===== config.mk =====
export PLATFORM = sky130hd
export DESIGN_NAME = rf_tune_seq
export DESIGN_NICKNAME = d
export VERILOG_FILES = /design/src/rtl/rts_pkg.sv /design/src/rtl/rts_word_gen.sv /design/src/rtl/rts_fsm.sv /design/src/rtl/rf_tune_seq.sv
export SDC_FILE = /design/constraint.sdc
export NUM_CORES = 1
export LEC_CHECK = 0
export ABC_AREA = 1
export BUFFER_PORTS_ARGS = -buffer_cell sky130_fd_sc_hd__buf_2
export CORE_UTILIZATION = 41
export DETAILED_ROUTE_END_ITERATION = 6
export SYNTH_ARGS = -nofsm -noshare
export SYNTH_HDL_FRONTEND = slang
export SYNTH_HIERARCHICAL = 1
export SYNTH_SLANG_ARGS = --single-unit

===== constraint.sdc =====
create_clock -name clk -period 7.9 [get_ports clk]
set_clock_uncertainty 0.05 [all_clocks]
set_input_delay 2.37 -clock clk [delete_from_list [all_inputs] [get_ports clk]]
set_output_delay 2.37 -clock clk [all_outputs]
set_load 0.02 [all_outputs]

===== src/rtl/rts_pkg.sv =====
package rts_pkg;

  localparam int WORD_W = 24;
  localparam int ADDR_W = 4;
  localparam int VAL_W  = 20;

  typedef enum logic [3:0] {
    K_SYN, K_DIV, K_VCO, K_M0, K_M1, K_M2, K_M3, K_GAIN
  } step_t;

  localparam logic [ADDR_W-1:0] RA_MODE = 4'd0;
  localparam logic [ADDR_W-1:0] RA_SYN  = 4'd1;
  localparam logic [ADDR_W-1:0] RA_DIV  = 4'd2;
  localparam logic [ADDR_W-1:0] RA_VCO  = 4'd3;
  localparam logic [ADDR_W-1:0] RA_GAIN = 4'd7;

  localparam logic [VAL_W-1:0] VCO_RSVD   = 20'h40000;
  localparam logic [15:0]      AUTO_VCO   = 16'h6662;
  localparam logic [15:0]      AUTO_SYN_HI = 16'h6800;
  localparam logic [15:0]      ST_ACK     = 16'h000F;
  localparam logic [15:0]      LOCK_MASK  = 16'h000F;

  // synthesizer byte shared by groups of neighbouring channels
  function automatic logic [7:0] std_synth(input logic [3:0] ch);
    if (ch <= 4'd2)       return 8'h47;
    else if (ch <= 4'd6)  return 8'h67;
    else if (ch <= 4'd10) return 8'h57;
    else if (ch <= 4'd13) return 8'h77;
    else                  return 8'h4F;
  endfunction

  function automatic logic [11:0] frac_div(input logic [3:0] ch);
    logic [3:0] cm1;
    cm1 = ch - 4'd1;
    if (ch == 4'd14) return 12'hCCC;
    case (cm1[1:0])
      2'd0: return 12'h999;
      2'd1: return 12'h99B;
      2'd2: return 12'h998;
      default: return 12'h99A;
    endcase
  endfunction

  // VCO tables: each column shifts along one common low-byte sequence
  function automatic logic [15:0] vco_entry(input logic [3:0] tbl, input logic [2:0] col);
    logic [4:0] pos;
    logic [7:0] lo;
    logic [7:0] hi;
    pos = 5'(tbl) + 5'd3 - {3'b000, col[2:1]};
    case (pos)
      5'd0:  lo = 8'h65;
      5'd1:  lo = 8'h55;
      5'd2:  lo = 8'h75;
      5'd3:  lo = 8'h4D;
      5'd4:  lo = 8'h6D;
      5'd5:  lo = 8'h5D;
      5'd6:  lo = 8'h7D;
      5'd7:  lo = 8'h43;
      5'd8:  lo = 8'h63;
      5'd9:  lo = 8'h53;
      5'd10: lo = 8'h73;
      5'd11: lo = 8'h4B;
      5'd12: lo = 8'h6B;
      default: lo = 8'h5B;
    endcase
    if (col == 3'd1)  hi = 8'h60;
    else if (col[0])  hi = 8'h64;
    else              hi = 8'h66;
    return {hi, lo};
  endfunction

  function automatic logic [VAL_W-1:0] tx_gain(input logic [4:0] idx);
    case (idx)
      5'd0:  return 20'h0E313;
      5'd1:  return 20'h0FB13;
      5'd2:  return 20'h0E093;
      5'd3:  return 20'h0F893;
      5'd4:  return 20'h0EA93;
      5'd5:  return 20'h1F093;
      5'd6:  return 20'h1F493;
      5'd7:  return 20'h1F693;
      5'd8:  return 20'h1F393;
      5'd9:  return 20'h1F35B;
      5'd10: return 20'h1E6DB;
      5'd11: return 20'h1FF3F;
      5'd12: return 20'h1FFFF;
      5'd13: return 20'h361D7;
      5'd14: return 20'h37FBF;
      5'd15: return 20'h3FF8B;
      5'd16: return 20'h3FF33;
      5'd17: return 20'h3FB3F;
      5'd18: return 20'h3FFFF;
      default: return 20'h00000;
    endcase
  endfunction

  function automatic logic [VAL_W-1:0] mode_word(input step_t s);
    case (s)
      K_M0:    return 20'h25F98;
      K_M1:    return 20'h25F9A;
      K_M2:    return 20'h25F94;
      default: return 20'h27FD4;
    endcase
  endfunction

endpackage


===== src/rtl/rts_word_gen.sv =====
module rts_word_gen
  import rts_pkg::*;
#(
  parameter int CH_W  = 4,
  parameter int TBL_W = 4,
  parameter int PWR_W = 5
) (
  input  step_t              step,
  input  logic [CH_W-1:0]    chan,
  input  logic [TBL_W-1:0]   tbl,
  input  logic               use_auto,
  input  logic [PWR_W-1:0]   pwr,
  output logic [WORD_W-1:0]  word
);

  logic [ADDR_W-1:0] addr;
  logic [VAL_W-1:0]  val;
  logic [CH_W-1:0]   cm1;
  logic [7:0]        syn8;
  logic [15:0]       vco16;

  assign cm1   = chan - CH_W'(1);
  assign syn8  = std_synth(4'(chan));
  assign vco16 = use_auto ? AUTO_VCO : vco_entry(4'(tbl), cm1[3:1]);

  always_comb begin
    addr = RA_MODE;
    val  = '0;
    case (step)
      K_SYN: begin
        addr = RA_SYN;
        val  = use_auto ? {4'h0, AUTO_SYN_HI | {8'h00, syn8}} : {12'h000, syn8};
      end
      K_DIV: begin
        addr = RA_DIV;
        val  = {8'h00, frac_div(4'(chan))};
      end
      K_VCO: begin
        addr = RA_VCO;
        val  = VCO_RSVD | {4'h0, vco16};
      end
      K_M0, K_M1, K_M2, K_M3: begin
        addr = RA_MODE;
        val  = mode_word(step);
      end
      K_GAIN: begin
        addr = RA_GAIN;
        val  = tx_gain(5'(pwr));
      end
      default: begin
        addr = RA_MODE;
        val  = '0;
      end
    endcase
  end

  assign word = {addr, val};

endmodule


===== src/rtl/rts_fsm.sv =====
module rts_fsm
  import rts_pkg::*;
#(
  parameter int N_CFG    = 11,
  parameter int CHAN_MAX = 14,
  parameter int GAIN_N   = 19,
  parameter int CH_W     = 4,
  parameter int PWR_W    = 5,
  parameter int TBL_W    = 4
) (
  input  logic              clk,
  input  logic              rst_n,
  input  logic              cmd_cal,
  input  logic              cmd_tune,
  input  logic [CH_W-1:0]   cmd_chan,
  input  logic [PWR_W-1:0]  cmd_pwr,
  input  logic              wr_ready,
  input  logic [15:0]       st_rdata,
  output step_t             step,
  output logic [CH_W-1:0]   chan,
  output logic [TBL_W-1:0]  tbl,
  output logic              use_auto,
  output logic [PWR_W-1:0]  pwr,
  output logic              wr_valid,
  output logic              st_wr_en,
  output logic              st_rd_en,
  output logic              busy,
  output logic              done,
  output logic              err,
  output logic              autocal_active
);

  localparam int               N_TRY    = N_CFG - 1;
  localparam logic [TBL_W-1:0] LAST_TRY = TBL_W'(N_TRY - 1);

  typedef enum logic [2:0] {S_IDLE, S_EMIT, S_ACK, S_RD, S_CHK} st_t;

  st_t              state_q;
  step_t            step_q;
  logic             cal_mode_q, auto_sel_q, auto_q, cal_ok_q, done_q, err_q;
  logic [CH_W-1:0]  chan_q;
  logic [PWR_W-1:0] pwr_q;
  logic [TBL_W-1:0] tbl_q, cfg_q;
  logic             chan_ok, gain_ok, locked;

  assign chan_ok = (cmd_chan >= CH_W'(1)) && (cmd_chan <= CH_W'(CHAN_MAX));
  assign gain_ok = pwr_q < PWR_W'(GAIN_N);
  assign locked  = (st_rdata & LOCK_MASK) == 16'h0000;

  always_ff @(posedge clk or negedge rst_n) begin
    if (!rst_n) begin
      state_q    <= S_IDLE;
      step_q     <= K_SYN;
      cal_mode_q <= 1'b0;
      auto_sel_q <= 1'b0;
      auto_q     <= 1'b0;
      cal_ok_q   <= 1'b0;
      done_q     <= 1'b0;
      err_q      <= 1'b0;
      chan_q     <= CH_W'(1);
      pwr_q      <= '0;
      tbl_q      <= '0;
      cfg_q      <= '0;
    end else begin
      done_q <= 1'b0;
      err_q  <= 1'b0;
      case (state_q)
        S_IDLE: begin
          if (cmd_cal) begin
            cal_mode_q <= 1'b1;
            chan_q     <= CH_W'(1);
            tbl_q      <= '0;
            auto_sel_q <= 1'b0;
            step_q     <= K_SYN;
            state_q    <= S_EMIT;
          end else if (cmd_tune) begin
            if (!chan_ok || !cal_ok_q) begin
              err_q <= 1'b1;
            end else begin
              cal_mode_q <= 1'b0;
              chan_q     <= cmd_chan;
              pwr_q      <= cmd_pwr;
              tbl_q      <= cfg_q;
              auto_sel_q <= auto_q;
              step_q     <= K_SYN;
              state_q    <= S_EMIT;
            end
          end
        end
        S_EMIT: begin
          if (wr_ready) begin
            case (step_q)
              K_SYN: step_q <= K_DIV;
              K_DIV: step_q <= K_VCO;
              K_VCO: begin
                if (!cal_mode_q) begin
                  step_q <= K_M0;
                end else if (auto_sel_q) begin
                  auto_q   <= 1'b1;
                  cal_ok_q <= 1'b1;
                  state_q  <= S_IDLE;
                  done_q   <= 1'b1;
                end else begin
                  state_q <= S_ACK;
                end
              end
              K_M0: step_q <= K_M1;
              K_M1: step_q <= K_M2;
              K_M2: step_q <= K_M3;
              K_M3: begin
                if (gain_ok) begin
                  step_q <= K_GAIN;
                end else begin
                  state_q <= S_IDLE;
                  done_q  <= 1'b1;
                end
              end
              default: begin
                state_q <= S_IDLE;
                done_q  <= 1'b1;
              end
            endcase
          end
        end
        S_ACK: state_q <= S_RD;
        S_RD:  state_q <= S_CHK;
        S_CHK: begin
          if (locked) begin
            cfg_q    <= tbl_q + 1'b1;
            auto_q   <= 1'b0;
            cal_ok_q <= 1'b1;
            state_q  <= S_IDLE;
            done_q   <= 1'b1;
          end else if (tbl_q == LAST_TRY) begin
            auto_sel_q <= 1'b1;
            step_q     <= K_SYN;
            state_q    <= S_EMIT;
          end else begin
            tbl_q   <= tbl_q + 1'b1;
            step_q  <= K_SYN;
            state_q <= S_EMIT;
          end
        end
        default: state_q <= S_IDLE;
      endcase
    end
  end

  assign step           = step_q;
  assign chan           = chan_q;
  assign tbl            = tbl_q;
  assign use_auto       = auto_sel_q;
  assign pwr            = pwr_q;
  assign wr_valid       = state_q == S_EMIT;
  assign st_wr_en       = state_q == S_ACK;
  assign st_rd_en       = state_q == S_RD;
  assign busy           = state_q != S_IDLE;
  assign done           = done_q;
  assign err            = err_q;
  assign autocal_active = auto_q;

endmodule


===== src/rtl/rf_tune_seq.sv =====
module rf_tune_seq
  import rts_pkg::*;
#(
  parameter int N_CFG    = 11,
  parameter int CHAN_MAX = 14,
  parameter int GAIN_N   = 19,
  parameter int CH_W     = 4,
  parameter int PWR_W    = 5
) (
  input  logic              clk,
  input  logic              rst_n,
  input  logic              cmd_cal,
  input  logic              cmd_tune,
  input  logic [CH_W-1:0]   cmd_chan,
  input  logic [PWR_W-1:0]  cmd_pwr,
  output logic              wr_valid,
  input  logic              wr_ready,
  output logic [23:0]       wr_word,
  output logic              st_wr_en,
  output logic [15:0]       st_wdata,
  output logic              st_rd_en,
  input  logic [15:0]       st_rdata,
  output logic              busy,
  output logic              done,
  output logic              err,
  output logic              autocal_active
);

  localparam int TBL_W = $clog2(N_CFG);

  step_t            step;
  logic [CH_W-1:0]  chan;
  logic [TBL_W-1:0] tbl;
  logic             use_auto;
  logic [PWR_W-1:0] pwr;

  rts_fsm #(
    .N_CFG(N_CFG), .CHAN_MAX(CHAN_MAX), .GAIN_N(GAIN_N),
    .CH_W(CH_W), .PWR_W(PWR_W), .TBL_W(TBL_W)
  ) u_fsm (
    .clk(clk), .rst_n(rst_n),
    .cmd_cal(cmd_cal), .cmd_tune(cmd_tune), .cmd_chan(cmd_chan), .cmd_pwr(cmd_pwr),
    .wr_ready(wr_ready), .st_rdata(st_rdata),
    .step(step), .chan(chan), .tbl(tbl), .use_auto(use_auto), .pwr(pwr),
    .wr_valid(wr_valid), .st_wr_en(st_wr_en), .st_rd_en(st_rd_en),
    .busy(busy), .done(done), .err(err), .autocal_active(autocal_active)
  );

  rts_word_gen #(.CH_W(CH_W), .TBL_W(TBL_W), .PWR_W(PWR_W)) u_gen (
    .step(step), .chan(chan), .tbl(tbl), .use_auto(use_auto), .pwr(pwr),
    .word(wr_word)
  );

  assign st_wdata = ST_ACK;

endmodule


==> metrics.txt, run 1 <==
status=completed; Final Hold Viols=0; Seq cells post-synth=29; CP arrival=3030 ps; synth warn=6; Synth Cell Area=0.00298 sq mm; non-filler cells in the finished layout=606; final WL=6.86 mm; Synth Flop Type=dfrtp_1; crit-path max FO=6; Iteration-0 DRC Markers=124; Routed WL per cell=11.3 microns; FP Rows=30; crit path from=u_fsm/chan[0]; Yosys top cell area share=0.235; combinational share of power=0.616; slowest stage cell, crit path=dfstp_2; leakage=1.96 nW; min-delay src=u_fsm/cal_ok_q; number of port buffers=46; Die Wd=87.2 microns; Stages on worst setup path=15; # setup viols final=0; die area=0.00760 sq mm; period utilization=0.690; PwrDens=355 mW/mm^2; Resized cells post-CTS=0; Critical Path Most Common Cell=inv_1; power share of the clock group=0.137; TritonCTS buffer count=5; Synth-to-Final Area Change=11.6%; layout cells sized above 1=0.178; Placed Cells=598; initial antenna violation count=0; Critical Path Sink Type=primary output; # Post-CTS Setup Buffers=0; via density per instance=4.72; Area contributors post-synth=dfrtp_1 (24%), nand2_1 (18%), ha_1 (7.6%); final instance area=0.00332 sq mm; area leader, netlist=dfrtp_1; Seq/Total Area, Yosys=0.244; Crit Path Class=flip-flop to primary output; worst-path cell chain=inv_1 > ha_1 > xor2_1 > inv_1 > ha_1 > ha_1 > inv_1 > fa_1 > inv_1 > nand2_1 > o21ai_0 > nand3_1 > nand2_1 > nand3_1 > buf_2; commonest cells after routing, fill and taps aside=nand2_1 (141), inv_1 (60), nor2_1 (48); # DRC=0; CTS Sinks=29; Setup TNS Final=0 ps; NetSw=0.636 mW; max-capacitance violation count=0; Final Util=0.481; largest net degree at the start of global routing=30; Starting Density=0.431; First-pass DRT Iterations=4; Slew HR=0.560; critical path endpoint=wr_word[3]; core area=0.00691 sq mm; Root Driver=clkbuf_8; Seq pwr share=0.247; HPWL after detailed placement=5.39 mm; first-pass GRT wire length=11.7 mm; DR vias=2863; RR Endpoint=u_fsm/step[1]; CP Buf/Inv Count=5; R2R depth=8; Final GP Congestion=0.891; Hold Buf Count CTS=0; placed inst area=0.00320 sq mm; total gr overflow=0; ys async rst share=1.00; switch share=0.539; nets=558; actual slew at the worst max-slew pin=660 ps; worst r2r src=u_fsm/step[1]; P_int=0.545 mW; fin. max-slew vios=0; mean cell area of the mapped netlist=6.42 sq um; Max VDD drop=0.157 mV; Fmax=183 MHz; synth unique cells=36; CTS HTree Levels=2; Hold WS=418 ps; DRT antenna net count=0; vias in the first global route=2574; worst path required time=5480 ps; CTS tree=yes; most common cell after layout, fill and taps aside=nand2_1; reg2reg setup slack=6170 ps; clk buf depth=2; Final Critical Period=5450 ps; clock-pin transition on the worst setup and hold timing paths=70 ps; Clock Latency Late Sink=280 ps; Inserted Diodes=0; # IOs=77; Min-Delay Path Class=flip-flop to flip-flop; CP Launch Type=flip-flop; crit-path leading delay family=adder cells; number of synthesized flops with an enable pin=0; CP max stage delay=570 ps; RSZ-0062 raised after global routing=false; Total Routing Usage GR=0.195; Die H=87.2 microns; Post-Syn Instances=464
## worst min path at each step
stage	cells after the start	slack, ps	to
2_1_floorplan	2	380	u_fsm/cal_ok_q
4_1_cts	2	420	u_fsm/cal_ok_q
5_1_grt	2	440	u_fsm/cal_ok_q
6_report	2	420	u_fsm/cal_ok_q
3_3_place_gp	2	400	u_fsm/cal_ok_q
3_5_place_dp	2	400	u_fsm/cal_ok_q
## cells by family (layout without fill, tap and decap cells)
kind of cell             after synthesis  count (layout)  synth area share
AO/OA/AOI/OAI                         48              48            0.0832
XOR/XNOR                               3               3           0.00883
other                                  4              19           0.00504
flip-flops                            29              29             0.244
AND/OR/NAND/NOR                      270             270             0.428
buffers and inverters                 91             122             0.148
adder cells (fa/ha/maj)               19              19            0.0824
## registers in the layout, summed over array words and instances, names as in the netlist
name	cells
u_fsm/cfg_q	4
u_fsm/step	3
u_fsm/tbl	4
u_fsm/cal_ok_q	1
u_fsm/autocal_active	1
u_fsm/cal_mode_q	1
u_fsm/done	1
u_fsm/state_q	3
u_fsm/pwr	5
u_fsm/use_auto	1
u_fsm/err	1
u_fsm/chan	4
## power by group through the flow
stage               Combinational [mW]  Sequential [mW]  Clock [mW]
finish                           0.728            0.292       0.162
global route                     0.827            0.305       0.175
CTS                              0.728            0.293       0.167
detailed placement               0.722            0.295           0
global placement                 0.713            0.292           0
floorplan                        0.599            0.256           0
## final cells by class
type                    instances  area (sq um)
clock buffers                   6          82.6
clock inverters                 2          37.5
fillers                       748          3580
inverters                      68           260
multi-input cells             359          1870
flip-flops and latches         29           727
well taps                      96           120
repair buffers                 46           230
## routing by layer
metal,track usage,wire (microns)
met2,0.321,3140
met3,0.0313,282
met5,0,0
met1,0.264,3360
met4,0.0566,78
## synth_stat cells (all sizes together), types with 2 or more instances
cell,n
nor3,7
nor2,59
or2,2
conb,4
xor2,2
o21ai,32
inv,67
nand4,7
a21oi,11
nand2,151
a31oi,4
ha,18
buf,23
nand3,42
dfrtp,28
## through the flow
step | setup WS, ps | power (mW)
floorplan | 3040 | 0.855
global placement | 2800 | 1.01
detailed placement | 2760 | 1.02
CTS | 2450 | 1.19
global route | 2220 | 1.31
finish | 2450 | 1.18
## tightest hold or removal path: cells and delay by family (launching register included)
family                 cells  cell delay [ps]
and+or+nand+nor            1               50
DFF                        1              340
buffers and inverters      1               40
Power figures use the tool's default switching activity.
==> inputs of run 2 (changes only) <==
==> constraint.sdc (replaced) <==
create_clock -name clk -period 5.66 [get_ports clk]
set_clock_uncertainty 0.05 [all_clocks]
set_input_delay 1.698 -clock clk [delete_from_list [all_inputs] [get_ports clk]]
set_output_delay 1.698 -clock clk [all_outputs]
set_load 0.02 [all_outputs]
==> metrics.txt, run 2 (synthesized netlist as in run 1, its figures left out) <==
status=completed; core area=0.00691 sq mm (unchanged); commonest cells after routing, fill and taps aside=nand2_1 (141), inv_1 (60), nor2_1 (48); worst r2r src=u_fsm/step[1]; Iteration-0 DRC Markers=131 (+5.6%); # IOs=77 (unchanged); DRT antenna net count=0 (unchanged); largest net degree at the start of global routing=30 (unchanged); CP max stage delay=560 ps (about the same); number of port buffers=46 (unchanged); max-capacitance violation count=0 (unchanged); crit-path max FO=6 (unchanged); Critical Path Sink Type=primary output; Routed WL per cell=11.2 microns (-0.92%); RR Endpoint=u_fsm/step[2]; Hold Buf Count CTS=0 (unchanged); worst path required time=3910 ps (-1570 ps); R2R depth=8 (unchanged); Starting Density=0.431 (unchanged); switch share=0.551 (+0.0125); Fmax=210 MHz; Final GP Congestion=0.886 (-0.58%); combinational share of power=0.634 (+0.018); clock-pin transition on the worst setup and hold timing paths=70 ps (about the same); Inserted Diodes=0 (unchanged); Setup WS post-layout=907 ps (-1540 ps); Die Wd=87.2 microns (unchanged); via density per instance=4.67 (-1.1%); DR vias=2832 (-1.1%); PwrDens=484 mW/mm^2 (+36%); Final Critical Period=4750 ps; Synth-to-Final Area Change=10.8%; Total Routing Usage GR=0.192 (-0.00290); CTS Sinks=29 (unchanged); fin. max-slew vios=0 (unchanged); # DRC=0 (unchanged); FP Rows=30 (unchanged); HPWL after detailed placement=5.41 mm (+0.37%); CP Buf/Inv Count=5 (unchanged); period utilization=0.840; layout cells sized above 1=0.178 (unchanged); Resized cells post-CTS=0 (unchanged); CTS tree=yes; NetSw=0.881 mW (+38%); Setup TNS Final=0 ps (unchanged); vias in the first global route=2508 (-2.6%); First-pass DRT Iterations=4 (unchanged); Root Driver=clkbuf_8; reg2reg setup slack=3960 ps (-2210 ps); final WL=6.79 mm (-0.92%); leakage=1.96 nW (-0.32%); first-pass GRT wire length=11.5 mm (-1.8%); nets=558 (unchanged); crit-path leading delay family=adder cells; Final Hold Viols=0 (unchanged); Slew HR=0.556 (-0.00331); # fillers=752 (+0.53%); CTS HTree Levels=2 (unchanged); CP Launch Type=flip-flop; actual slew at the worst max-slew pin=665 ps (+4.96 ps); dpl ws=1170 ps (-1590 ps); worst-path cell chain=inv_1 > ha_1 > xor2_1 > inv_1 > ha_1 > ha_1 > inv_1 > fa_1 > inv_1 > nand2_1 > o21ai_0 > nand3_1 > nand2_1 > nand3_1 > buf_2; power share of the clock group=0.113 (-0.024); number of flip-flops under the largest register name=5 (unchanged); # setup viols final=0 (unchanged); Seq pwr share=0.253 (+0.006); RSZ-0062 raised after global routing=false; # Post-CTS Setup Buffers=0 (unchanged); Min-Delay Endpoint=u_fsm/cal_ok_q; Die H=87.2 microns (unchanged); clk buf depth=2 (unchanged); TritonCTS buffer count=5 (unchanged); worst hold path depth=2 (unchanged); CP arrival=3000 ps (-30 ps); Critical Path Most Common Cell=inv_1; Max VDD drop=0.201 mV (+28%); Crit Path Class=flip-flop to primary output; Clock Latency Late Sink=280 ps (about the same); most common cell after layout, fill and taps aside=nand2_1; slowest stage cell, crit path=dfstp_2; total gr overflow=0 (unchanged); Min-Delay Path Class=flip-flop to flip-flop; die area=0.00760 sq mm (unchanged); initial antenna violation count=0 (unchanged); area occupied by multi-input gates=0.00187 sq mm (unchanged); power consumption=1.60 mW (+35%); P_int=0.717 mW (+32%); min-delay src=u_fsm/cal_ok_q; Seq. cell area=727 sq um (unchanged)
run 2: final cells by class:
| cell class | instances | share of cell area |
|---|---|---|
| multi-input cells | 359 | 0.565 |
| clock inverters | 2 | 0.00417 |
| clock buffers | 6 | 0.0250 |
| flip-flops and latches | 29 | 0.220 |
| inverters | 68 | 0.0789 |
| well taps | 96 | 0.0364 |
| repair buffers | 46 | 0.0698 |
run 2: worst max-delay path by stage:
| stage | startpoint | to | depth (start not counted) |
|---|---|---|---|
| floorplan | u_fsm/chan[0] | wr_word[3] | 14 |
| global placement | u_fsm/chan[0] | wr_word[3] | 15 |
| detailed placement | u_fsm/chan[0] | wr_word[3] | 15 |
| CTS | u_fsm/chan[0] | wr_word[3] | 15 |
| global route | u_fsm/chan[0] | wr_word[3] | 15 |
| finish | u_fsm/chan[0] | wr_word[3] | 15 |
run 2: per-layer routing:
layer / routed length (microns) / GRT usage
met1: 3450 / 0.262
met5: 0 / 0
met4: 53 / 0.0566
met3: 240 / 0.0256
met2: 3050 / 0.318
run 2: stage by stage:
stage	area, sq um	hold slack [ps]	utilization	cells
after detailed placement	3200	412	0.464	598
after floorplan	3030	385	-	479
after global placement	3200	403	0.464	598
final	3300	428	0.478	606
after CTS	3300	432	0.478	606
after global routing	3300	459	0.478	606
run 2: tightest hold or removal path, stage by stage (launching register included):
cell and delay, ps:
dfrtp_1 350, inv_1 40, nand2_1 50
run 2: power by group through the flow:
| stage | clock, mW | combinational [mW] | sequential (mW) |
|---|---|---|---|
| 3_3_place_gp | 0 | 0.996 | 0.408 |
| 5_1_grt | 0.196 | 1.15 | 0.425 |
| 6_report | 0.180 | 1.01 | 0.405 |
| 2_1_floorplan | 0 | 0.836 | 0.358 |
| 3_5_place_dp | 0 | 1.01 | 0.409 |
| 4_1_cts | 0.187 | 1.02 | 0.406 |
